`src/rtl/stopwake_pkg.sv`:
```
package stopwake_pkg;

    typedef enum logic [1:0] {
        ST_RUN    = 2'd0,
        ST_STOP   = 2'd1,
        ST_WARM   = 2'd2,
        ST_RESUME = 2'd3
    } wake_state_e;

endpackage

```
`src/rtl/stopwake_sync.sv`:
```
module stopwake_sync #(
    parameter int              WIDTH     = 1,
    parameter logic [WIDTH-1:0] RESET_VAL = '0
) (
    input  logic             clk,
    input  logic             rst_n,
    input  logic [WIDTH-1:0] d,
    output logic [WIDTH-1:0] q
);

    logic [WIDTH-1:0] stage1;

    always_ff @(posedge clk or negedge rst_n) begin
        if (!rst_n) begin
            stage1 <= RESET_VAL;
            q      <= RESET_VAL;
        end else begin
            stage1 <= d;
            q      <= stage1;
        end
    end

endmodule

```
`src/rtl/stopwake_release.sv`:
```
module stopwake_release #(
    parameter int KEYS = 4
) (
    input  logic            clk,
    input  logic            rst_n,
    input  logic            level_mode,
    input  logic [KEYS-1:0] key_en,
    input  logic            pin_s,
    input  logic [KEYS-1:0] key_s,
    output logic            level_hit,
    output logic            edge_hit
);

    logic pin_prev;
    logic key_hit;

    always_ff @(posedge clk or negedge rst_n) begin
        if (!rst_n) pin_prev <= 1'b0;
        else        pin_prev <= pin_s;
    end

    // One stage per key: a key counts only when enabled and pulled low.
    logic [KEYS-1:0] key_low_en;
    for (genvar k = 0; k < KEYS; k++) begin : g_key
        assign key_low_en[k] = key_en[k] & ~key_s[k];
    end

    always_comb begin
        key_hit   = |key_low_en;
        level_hit = level_mode & (pin_s | key_hit);
        edge_hit  = ~level_mode & pin_s & ~pin_prev;
    end

    // an edge release needs the pin low one cycle and high the next
    a_r4_edge_is_rise: assert property (@(posedge clk) disable iff (!rst_n)
        edge_hit |-> (pin_s && !$past(pin_s)));

    // with every key disabled and the pin low, no level release
    a_r5_disabled_quiet: assert property (@(posedge clk) disable iff (!rst_n)
        (key_en == '0 && !pin_s) |-> !level_hit);

endmodule

```
`src/rtl/stopwake_warmup.sv`:
```
module stopwake_warmup #(
    parameter int BASE_LOG = 8,
    parameter int STEP_LOG = 2,
    parameter int SEL_W    = 2
) (
    input  logic             clk,
    input  logic             rst_n,
    input  logic             load,
    input  logic [SEL_W-1:0] sel,
    output logic             running,
    output logic             expire
);

    localparam int MAX_LOG = BASE_LOG + STEP_LOG * ((1 << SEL_W) - 1);
    localparam int CNT_W   = MAX_LOG;

    logic [CNT_W-1:0] cnt;

    function automatic logic [CNT_W-1:0] start_value(input logic [SEL_W-1:0] s);
        logic [CNT_W:0] len;
        len = (CNT_W+1)'(1) << (BASE_LOG + STEP_LOG * int'(s));
        return CNT_W'(len - 1'b1);
    endfunction

    always_ff @(posedge clk or negedge rst_n) begin
        if (!rst_n) begin
            cnt     <= '0;
            running <= 1'b0;
        end else if (load) begin
            cnt     <= start_value(sel);
            running <= 1'b1;
        end else if (running) begin
            if (cnt == '0) running <= 1'b0;
            else           cnt     <= cnt - 1'b1;
        end
    end

    assign expire = running && (cnt == '0);

    // a new count never starts over a running one
    a_r7_no_reload: assert property (@(posedge clk) disable iff (!rst_n)
        load |-> !running);

    // the count only falls while running
    a_r7_count_down: assert property (@(posedge clk) disable iff (!rst_n)
        ($past(running) && running && !$past(load)) |-> (cnt == $past(cnt) - 1'b1));

endmodule

```
`src/rtl/stop_wake_ctrl.sv`:
```
module stop_wake_ctrl #(
    parameter int KEYS     = 4,
    parameter int DATA_W   = 8,
    parameter int BASE_LOG = 8,
    parameter int STEP_LOG = 2,
    parameter int SEL_W    = 2
) (
    input  logic              clk,
    input  logic              rst_n,
    input  logic              wr_en,
    input  logic [DATA_W-1:0] wr_data,
    input  logic              level_mode,
    input  logic [SEL_W-1:0]  warm_sel,
    input  logic              stop_req,
    input  logic              wake_pin,
    input  logic [KEYS-1:0]   key_n,
    output logic              stop_active,
    output logic              warm_busy,
    output logic              resume_pulse
);
    import stopwake_pkg::*;

    localparam int EN_LSB = DATA_W - KEYS;

    wake_state_e state, state_nx;
    logic [KEYS-1:0] key_en;
    logic            pin_s;
    logic [KEYS-1:0] key_s;
    logic            level_hit, edge_hit;
    logic            warm_load, warm_run, warm_expire;

    // control byte: only the enable nibble is kept
    always_ff @(posedge clk or negedge rst_n) begin
        if (!rst_n)     key_en <= '0;
        else if (wr_en) key_en <= wr_data[DATA_W-1:EN_LSB];
    end

    stopwake_sync #(.WIDTH(1), .RESET_VAL(1'b0)) u_pin_sync (
        .clk(clk), .rst_n(rst_n), .d(wake_pin), .q(pin_s));

    stopwake_sync #(.WIDTH(KEYS), .RESET_VAL({KEYS{1'b1}})) u_key_sync (
        .clk(clk), .rst_n(rst_n), .d(key_n), .q(key_s));

    stopwake_release #(.KEYS(KEYS)) u_release (
        .clk(clk), .rst_n(rst_n), .level_mode(level_mode), .key_en(key_en),
        .pin_s(pin_s), .key_s(key_s), .level_hit(level_hit), .edge_hit(edge_hit));

    stopwake_warmup #(.BASE_LOG(BASE_LOG), .STEP_LOG(STEP_LOG), .SEL_W(SEL_W)) u_warm (
        .clk(clk), .rst_n(rst_n), .load(warm_load), .sel(warm_sel),
        .running(warm_run), .expire(warm_expire));

    // next state and warm-up load
    always_comb begin
        state_nx  = state;
        warm_load = 1'b0;
        unique case (state)
            ST_RUN: begin
                if (stop_req) begin
                    if (level_hit) begin      // bypass
                        state_nx  = ST_WARM;
                        warm_load = 1'b1;
                    end else begin            // park
                        state_nx  = ST_STOP;
                    end
                end
            end
            ST_STOP: begin
                if (level_hit || edge_hit) begin  // wake
                    state_nx  = ST_WARM;
                    warm_load = 1'b1;
                end
            end
            ST_WARM: begin
                if (warm_expire) state_nx = ST_RESUME;  // expire
            end
            ST_RESUME: state_nx = ST_RUN;               // rejoin
            default:   state_nx = ST_RUN;
        endcase
    end

    always_ff @(posedge clk or negedge rst_n) begin
        if (!rst_n) state <= ST_RUN;
        else        state <= state_nx;
    end

    always_comb begin
        stop_active  = (state == ST_STOP);
        warm_busy    = (state == ST_WARM);
        resume_pulse = (state == ST_RESUME);
    end

    // the clock gate and warm-up never overlap
    a_r7_exclusive: assert property (@(posedge clk) disable iff (!rst_n)
        !(stop_active && warm_busy));

    // the resume pulse lasts one cycle
    a_r8_single_pulse: assert property (@(posedge clk) disable iff (!rst_n)
        resume_pulse |=> !resume_pulse);

    // the resume pulse follows warm-up
    a_r8_after_warm: assert property (@(posedge clk) disable iff (!rst_n)
        resume_pulse |-> $past(warm_busy));

    // no park straight out of warm-up or resume
    a_r9_warm_ignores_req: assert property (@(posedge clk) disable iff (!rst_n)
        (warm_busy || resume_pulse) |=> !stop_active);

    // a request with a release present bypasses the stop state
    a_r6_bypass: assert property (@(posedge clk) disable iff (!rst_n)
        (state == ST_RUN && stop_req && level_mode && level_hit) |=> (warm_busy && !stop_active));

    // a request with no release present parks
    a_r10_park: assert property (@(posedge clk) disable iff (!rst_n)
        (state == ST_RUN && stop_req && !level_hit) |=> stop_active);

    // in edge mode the stop state ends only with a pin rise
    a_r4_edge_only: assert property (@(posedge clk) disable iff (!rst_n)
        (stop_active && !level_mode && !edge_hit) |=> stop_active);

endmodule

```
`config.mk`:
```
export PLATFORM = sky130hd
export DESIGN_NAME = stop_wake_ctrl
export DESIGN_NICKNAME = d
export VERILOG_FILES = /design/src/rtl/stopwake_pkg.sv /design/src/rtl/stopwake_sync.sv /design/src/rtl/stopwake_release.sv /design/src/rtl/stopwake_warmup.sv /design/src/rtl/stop_wake_ctrl.sv
export SDC_FILE = /design/constraint.sdc
export NUM_CORES = 1
export LEC_CHECK = 0
export ABC_AREA = 1
export CORE_UTILIZATION = 39
export CTS_BUF_LIST = sky130_fd_sc_hd__clkbuf_8
export DETAILED_ROUTE_END_ITERATION = 12
export PLACE_DENSITY = 0.66
export SYNTH_ARGS = -nofsm -noshare
export SYNTH_HDL_FRONTEND = slang
export SYNTH_HIERARCHICAL = 1
export SYNTH_SLANG_ARGS = --single-unit
```
`constraint.sdc`:
```
create_clock -name clk -period 3.8 [get_ports clk]
set_input_delay 0.76 -clock clk [delete_from_list [all_inputs] [get_ports clk]]
set_output_delay 0.76 -clock clk [all_outputs]
set_load 0.005 [all_outputs]
```
# [After elaboration in Yosys (flattened, before gate mapping)]
# Cells that the tools add are included.
[word_totals] latch_bits=0 memories=0 inputBits=20 ff_bits=32 mem_bits_ro=0 ram_bits=0 output_inout_bits=3
[op_classes] n_reduce_logical=8 bitwise_logic=14 shift=1 order_cmp=0 addsub=3 n_mul=0 eq_ne=7 muxes=15 div=0
[ops] op="$mux 14" n=3
[ops] op="$shl 1x32->14 const A" n=1
[ops] op="$sub 14x1->14 const B" n=2
[ops] op="$logic_not 14->1" n=1
[ops] op="$mux 2" n=4
[ops] op="$pmux 2 s4" n=1
[ops] op="$and 1x1->1" n=7
[ops] op="$mux 1" n=6
[ops] op="$ne 2x1->1 const B" n=3
[ops] op="$not 1->1" n=6
[ops] op="$add 4x3->5 const A" n=1
[ops] op="$eq 2x2->1 const B" n=2
[ops] op="$reduce_or 4->1" n=1
[ops] op="$reduce_and 3->1" n=1
[ops] op="$eq 2x1->1 const B" n=1
[ops] op="$logic_not 2->1" n=1
[ops] op="$ne 2x2->1 const B" n=1
[ops] op="$pmux 1 s2" n=1
[ops] op="$reduce_and 2->1" n=1
[ops] op="$reduce_bool 2->1" n=1
[ops] op="$logic_and 1x1->1" n=1
[ops] op="$logic_or 1x1->1" n=1
[ops] op="$or 1x1->1" n=1

# [Logic depth before layout (Yosys ltp)]
[depth] depth_word=10 depth_mapped=17 depth_no_buf=17

# [Cells and area by module]
# Netlist, hierarchy kept.
[by_module_without_submodules] mod="stopwake_warmup" area_per_inst_um2=1042.2 cells_each=160 instances=1 seq_area_each_um2=375.4
[by_module_without_submodules] mod="stop_wake_ctrl" area_per_inst_um2=370.4 cells_each=41 instances=1 seq_area_each_um2=150.1
[by_module_without_submodules] mod="stopwake_sync (u_key_sync)" area_per_inst_um2=210.2 cells_each=8 instances=1 seq_area_each_um2=210.2
[by_module_without_submodules] mod="stopwake_release" area_per_inst_um2=85.1 cells_each=15 instances=1 seq_area_each_um2=25.0
[by_module_without_submodules] mod="stopwake_sync (u_pin_sync)" area_per_inst_um2=50.0 cells_each=2 instances=1 seq_area_each_um2=50.0

# [Worst setup path before layout]
# OpenSTA, ideal clock, no wires.
[synth_timing] kind="input-to-reg" startpoint="in level_mode" endpoint="reg u_warm.cnt[12]" required_ps=3683 stages=13 setup_time_ps=117 arrival_time_ps=2114 n_path_buf=0 slack_ps=1570 path_cell_list="nor3_1 > o21ai_0 > nand2_1 > inv_2 > nand2_1 > ha_1 > nand3_1 > nor2_4 > nand2_1 > nand2_1 > nand2_1 > nand2_1 > nand2_1"
[synth_via] elab_chain_len=8 elab_cells_between_ends=13 classes_between="1 x eq/ne; 5 x mux; 4 x bitwise; 3 x reduce/logical"
[synth_rtl] element="from (decl)" line="stop_wake_ctrl.sv:12" rtl="input logic level_mode,"
[synth_rtl] element="$not 1->1" line="stopwake_release.sv:31" rtl="edge_hit = ~level_mode & pin_s & ~pin_prev;"
[synth_rtl] element="$and 1x1->1 (2 in series)" line="stopwake_release.sv:31"
[synth_rtl] element="$logic_or 1x1->1" line="stop_wake_ctrl.sv:68" rtl="if (level_hit || edge_hit) begin"
[synth_rtl] element="$mux 1" line="stop_wake_ctrl.sv:68"
[synth_rtl] element="$pmux 1 s2 (*)" line="stop_wake_ctrl.sv:56" rtl="unique case (state)"
[synth_rtl] element="via warm_load" line="stop_wake_ctrl.sv:30" rtl="logic warm_load, warm_run, warm_expire;"
[synth_rtl] element="$ne 2x1->1 (no source line) or $reduce_bool 2->1 (tied branches)"
[synth_rtl] element="$reduce_and 2->1 (no source line)"
[synth_rtl] element="to (signal assigned)" line="stopwake_warmup.sv:30" rtl="cnt <= start_value(sel);"
[synth_rtl] element="to (signal assigned)" line="stopwake_warmup.sv:34" rtl="else cnt <= cnt - 1'b1;"
[synth_rtl] element="to (decl)" line="stopwake_warmup.sv:17" rtl="logic [CNT_W-1:0] cnt;"
# The timed path passes the listed nets; every way through them passes the cells marked *.
# A chain may end at the register's enable or synchronous reset.

# [Worst setup path after layout]
[layout_timing] startpoint="in level_mode" endpoint="reg u_warm.cnt[12]"
[layout_via] elab_cells_between_ends=13 classes_between="1 x eq/ne; 5 x mux; 4 x bitwise; 3 x reduce/logical"
[layout_rtl] element="$and 1x1->1 (*)" line="stopwake_release.sv:30" rtl="level_hit = level_mode & (pin_s | key_hit);"
[layout_rtl] element="via level_hit" line="stop_wake_ctrl.sv:29" rtl="logic level_hit, edge_hit;"
[layout_rtl] element="$mux 1 or $logic_or 1x1->1 (tied branches)" line="stop_wake_ctrl.sv:59, stop_wake_ctrl.sv:68"
[layout_rtl] element="$mux 1, on equally long branches" line="stop_wake_ctrl.sv:58, stop_wake_ctrl.sv:68"
[layout_rtl] element="$pmux 1 s2 (*)" line="stop_wake_ctrl.sv:56"
[layout_rtl] element="via warm_load" line="stop_wake_ctrl.sv:30"
[layout_rtl] element="$ne 2x1->1 (no source line) or $reduce_bool 2->1 (tied branches)"
[layout_rtl] element="$reduce_and 2->1 (no source line)"
# Marked as above.

==> load_flow_metrics.sql <==
INSERT INTO impl_metrics (metric_group, metric, value, unit) VALUES
('synth', 'post_synthesis_sequential_area_ratio', '46.1', '%'),
('drt', 'initialDrtViolationCount', '84', ''),
('clocking', 'cts.path.max_buffers', '2', ''),
('final_layout', 'area_taken_by_multi_input_logic_gates', '813', 'µm²'),
('drt', 'antenna_violating_nets_post_route', '0', ''),
('worst_setup_path', 'critical_path.slowest_cell', 'sky130_fd_sc_hd__clkdlybuf4s50_1', ''),
('clocking', 'clock_sinks', '32', ''),
('synth', 'syn_nets', '252', ''),
('die', 'row_count', '24', ''),
('drt', 'drt_pre_antenna_iters', '4', ''),
('placement', 'io_buffers', '18', ''),
('worst_setup_path', 'critical_path.max_stage_delay', '0.49', 'ns'),
('synth', 'synthesis.area', '0.00176', 'mm²'),
('worst_setup_path', 'crit_path_max_fanout', '19', ''),
('worst_setup_path', 'path_common_cell', 'sky130_fd_sc_hd__nand2_1', ''),
('clocking', 'cts.htree.levels', '2', ''),
('clocking', 'root_buffer', 'sky130_fd_sc_hd__clkbuf_8', ''),
('drt', 'detail_route.drc_violations', '0', ''),
('placement', 'hpwl_reported_at_the_end_of_detailed_placement', '2330', 'µm'),
('synth', 'synth_edf_count', '0', ''),
('die', 'horizontal_die_dimension', '69.1', 'µm'),
('clocking', 'cts_post_setup_buffers_inserted', '0', ''),
('worst_setup_path', 'setup.worst_path.end_class', 'flop', ''),
('timing', 'slew_at_the_pin_closest_to_its_max_slew_limit', '0.476', 'ns'),
('final_layout', 'final_area', '0.00208', 'mm²'),
('worst_setup_path', 'cp_data_arrival_time', '2.99', 'ns'),
('final_layout', 'areaGrowthSynthToFinish', '18.4', '%'),
('timing', 'period_needed', '2.82', 'ns'),
('global_routing', 'overflow', '0', ''),
('drt', 'routed_wirelength', '3130', 'µm'),
('synth', 'async_flop_share', '100', '%'),
('clocking', 'ctsResizeCount', '0', ''),
('timing', 'timing.final.max_slew_violations', '0', ''),
('worst_setup_path', 'crit_buf_inv', '3', ''),
('synth', 'postSynth.topFlopCell', 'sky130_fd_sc_hd__dfrtp_1', ''),
('timing', 'slew-limit-headroom', '68.2', '%'),
('synth', 'ys_ff_latch', '32', ''),
('power', 'leakage_component_of_the_power', '1.11', 'nW'),
('worst_setup_path', 'setup.worst_path.start_class', 'input pin', ''),
('timing', 'clock-skew-final', '0.00811', 'ns'),
('synth', 'most_frequently_used_cell_type_in_the_post_synthesis_netlist', 'sky130_fd_sc_hd__nand2_1', ''),
('placement', 'place_congestion', '0.769', ''),
('timing', 'setup_viol', '0', ''),
('synth', 'syn-mean-instance-area', '7.78', 'µm²'),
('die', 'floorplan.die.height', '69.1', 'µm'),
('synth', 'synth_top_area_share', '34.2', '%'),
('synth', 'ys_top_cells_by_count', 'sky130_fd_sc_hd__nand2_1 (77), sky130_fd_sc_hd__inv_1 (29), sky130_fd_sc_hd__dfrtp_1 (24), sky130_fd_sc_hd__nor2_1 (23), sky130_fd_sc_hd__nand3_1 (17)', ''),
('power', 'pwr_density_cell', '712', 'mW/mm²'),
('timing', 'tns', '0', 'ns'),
('worst_setup_path', 'setup.worst_path.class', 'input pin to flop', ''),
('final_layout', 'finalNetCount', '275', ''),
('clocking', 'cts_inserted_buffers', '5', ''),
('worst_setup_path', 'required', '3.97', 'ns'),
('final_layout', 'seq_area', '811', 'µm²'),
('clocking', 'hold_bufs_inserted_after_cts', '0', ''),
('die', 'placeableCoreArea', '0.00435', 'mm²'),
('global_routing', 'grt_pass1_vias', '1268', ''),
('drt', 'post_drt_via_cell_ratio', '4.59', ''),
('global_routing', 'grt_util_all_layers', '15.0', '%'),
('final_layout', 'layout-drive-gt1-share', '15.6', '%'),
('final_layout', 'n_antenna_cell', '0', ''),
('min_path', 'holdCritPathClass', 'flop to flop', ''),
('timing', 'fin_crit_sh', '74.1', '%'),
('die', 'boundaryPins', '23', ''),
('placement', 'detailed_place.area', '0.00199', 'mm²'),
('run_status', 'status', 'completed', ''),
('clocking', 'clk_pin_slew_worst_paths', '0.07', 'ns'),
('flow_run', 'max_cap_violations', '0', ''),
('global_routing', 'grt_antenna_before_repair', '0', ''),
('synth', 'synth-warning-count', '6', ''),
('worst_setup_path', 'crit_chain', 'clkdlybuf4s50_1 > inv_1 > nor2_1 > nand3_1 > nand2_1 > inv_2 > nand2_1 > ha_1 > nand3_1 > nor2_4 > nand2_1 > nand2_1 > nand2_1 > nand2_1 > nand2_1', '');
-- path summary, 6_finish.rpt --
kind | start | to | slack, ns | cells past startpoint
min reg2reg | u_pin_sync/stage1 | u_pin_sync/q | 0.35 | 0
max reg2reg | u_key_sync/q[2] | u_warm/cnt[8] | 1.31 | 15
min | u_pin_sync/stage1 | u_pin_sync/q | 0.35 | 0
min in group asynchronous | rst_n | u_warm/cnt[2] | 0.86 | 2
max in group asynchronous | rst_n | u_key_sync/q[3] | 2.62 | 2
max | level_mode | u_warm/cnt[12] | 0.98 | 15
-- final cells by class --
type / instances / area share (%)
sequential: 32 / 38.9
multi-input combinational: 161 / 39.1
inverter: 30 / 5.41
tap: 52 / 3.12
timing repair buffer: 19 / 9.01
clock inverter: 3 / 1.14
clock buffer: 5 / 3.31
-- sequential cells by signal, summed over array words and instances, names as in the netlist --
register	flops
u_warm/cnt	14
key_en	4
u_key_sync/q	4
u_key_sync/stage1	4
state	2
u_pin_sync/q	1
u_pin_sync/stage1	1
u_release/pin_prev	1
u_warm/running	1
-- layer usage --
layer	part of all wire [%]	track usage [%]	wire [µm]	up-vias
met1	48	19.0	1500	617
met3	3.0	4.82	95	5
met2	47	23.7	1490	19
met4	1.5	6.12	48	0
met5	0	0	0	-
li1	-	-	-	744
-- cells by family after synthesis --
family                   share of synthesized area [%]
AND/OR/NAND/NOR                                   34.7
flip-flops                                        46.1
AO/OA/AOI/OAI                                     3.77
buffers and inverters                             7.62
XOR/XNOR                                         0.997
adder cells (fa/ha/maj)                           4.27
multiplexers                                      2.56
-- power breakdown --
| part | switching (W) | total, W | leakage [nW] | internal, W |
|---|---|---|---|---|
| Combinational | 0.000444 | 0.000717 | 0.691 | 0.000273 |
| Clock | 0.000135 | 0.000264 | 0.0404 | 0.000129 |
| Sequential | 0.0000659 | 0.000501 | 0.377 | 0.000435 |
| Total | 0.000645 | 0.00148 | 1.11 | 0.000837 |
-- stage by stage --
step	util, %	instances	setup WS, ns	total power [W]	hold slack (ns)
final	47.8	302	0.983	0.00148	0.351
after global routing	47.8	302	0.719	0.00164	0.359
after CTS	47.8	302	0.968	0.00150	0.353
after detailed placement	45.7	294	0.668	0.00122	0.336
after global placement	45.7	294	0.689	0.00122	0.335
after floorplan	-	226	1.57	0.00107	0.331
-- cell usage in the layout (no fill, tap or decap), types with 2 or more instances in the layout --
master	instances
sky130_fd_sc_hd__clkbuf_8	5
sky130_fd_sc_hd__clkdlybuf4s50_1	18
sky130_fd_sc_hd__clkinvlp_4	2
sky130_fd_sc_hd__dfrtp_1	24
sky130_fd_sc_hd__dfstp_2	8
sky130_fd_sc_hd__ha_1	6
sky130_fd_sc_hd__inv_1	29
sky130_fd_sc_hd__mux2_2	4
sky130_fd_sc_hd__nand2_1	77
sky130_fd_sc_hd__nand2_2	8
sky130_fd_sc_hd__nand3_1	17
sky130_fd_sc_hd__nand3_2	4
sky130_fd_sc_hd__nor2_1	23
sky130_fd_sc_hd__nor2_2	2
sky130_fd_sc_hd__nor2_4	2
sky130_fd_sc_hd__nor3_1	2
sky130_fd_sc_hd__o21ai_0	7
sky130_fd_sc_hd__o21ai_1	2
sky130_fd_sc_hd__xor2_1	2
Note: power is estimated with default switching activity, not from simulation.
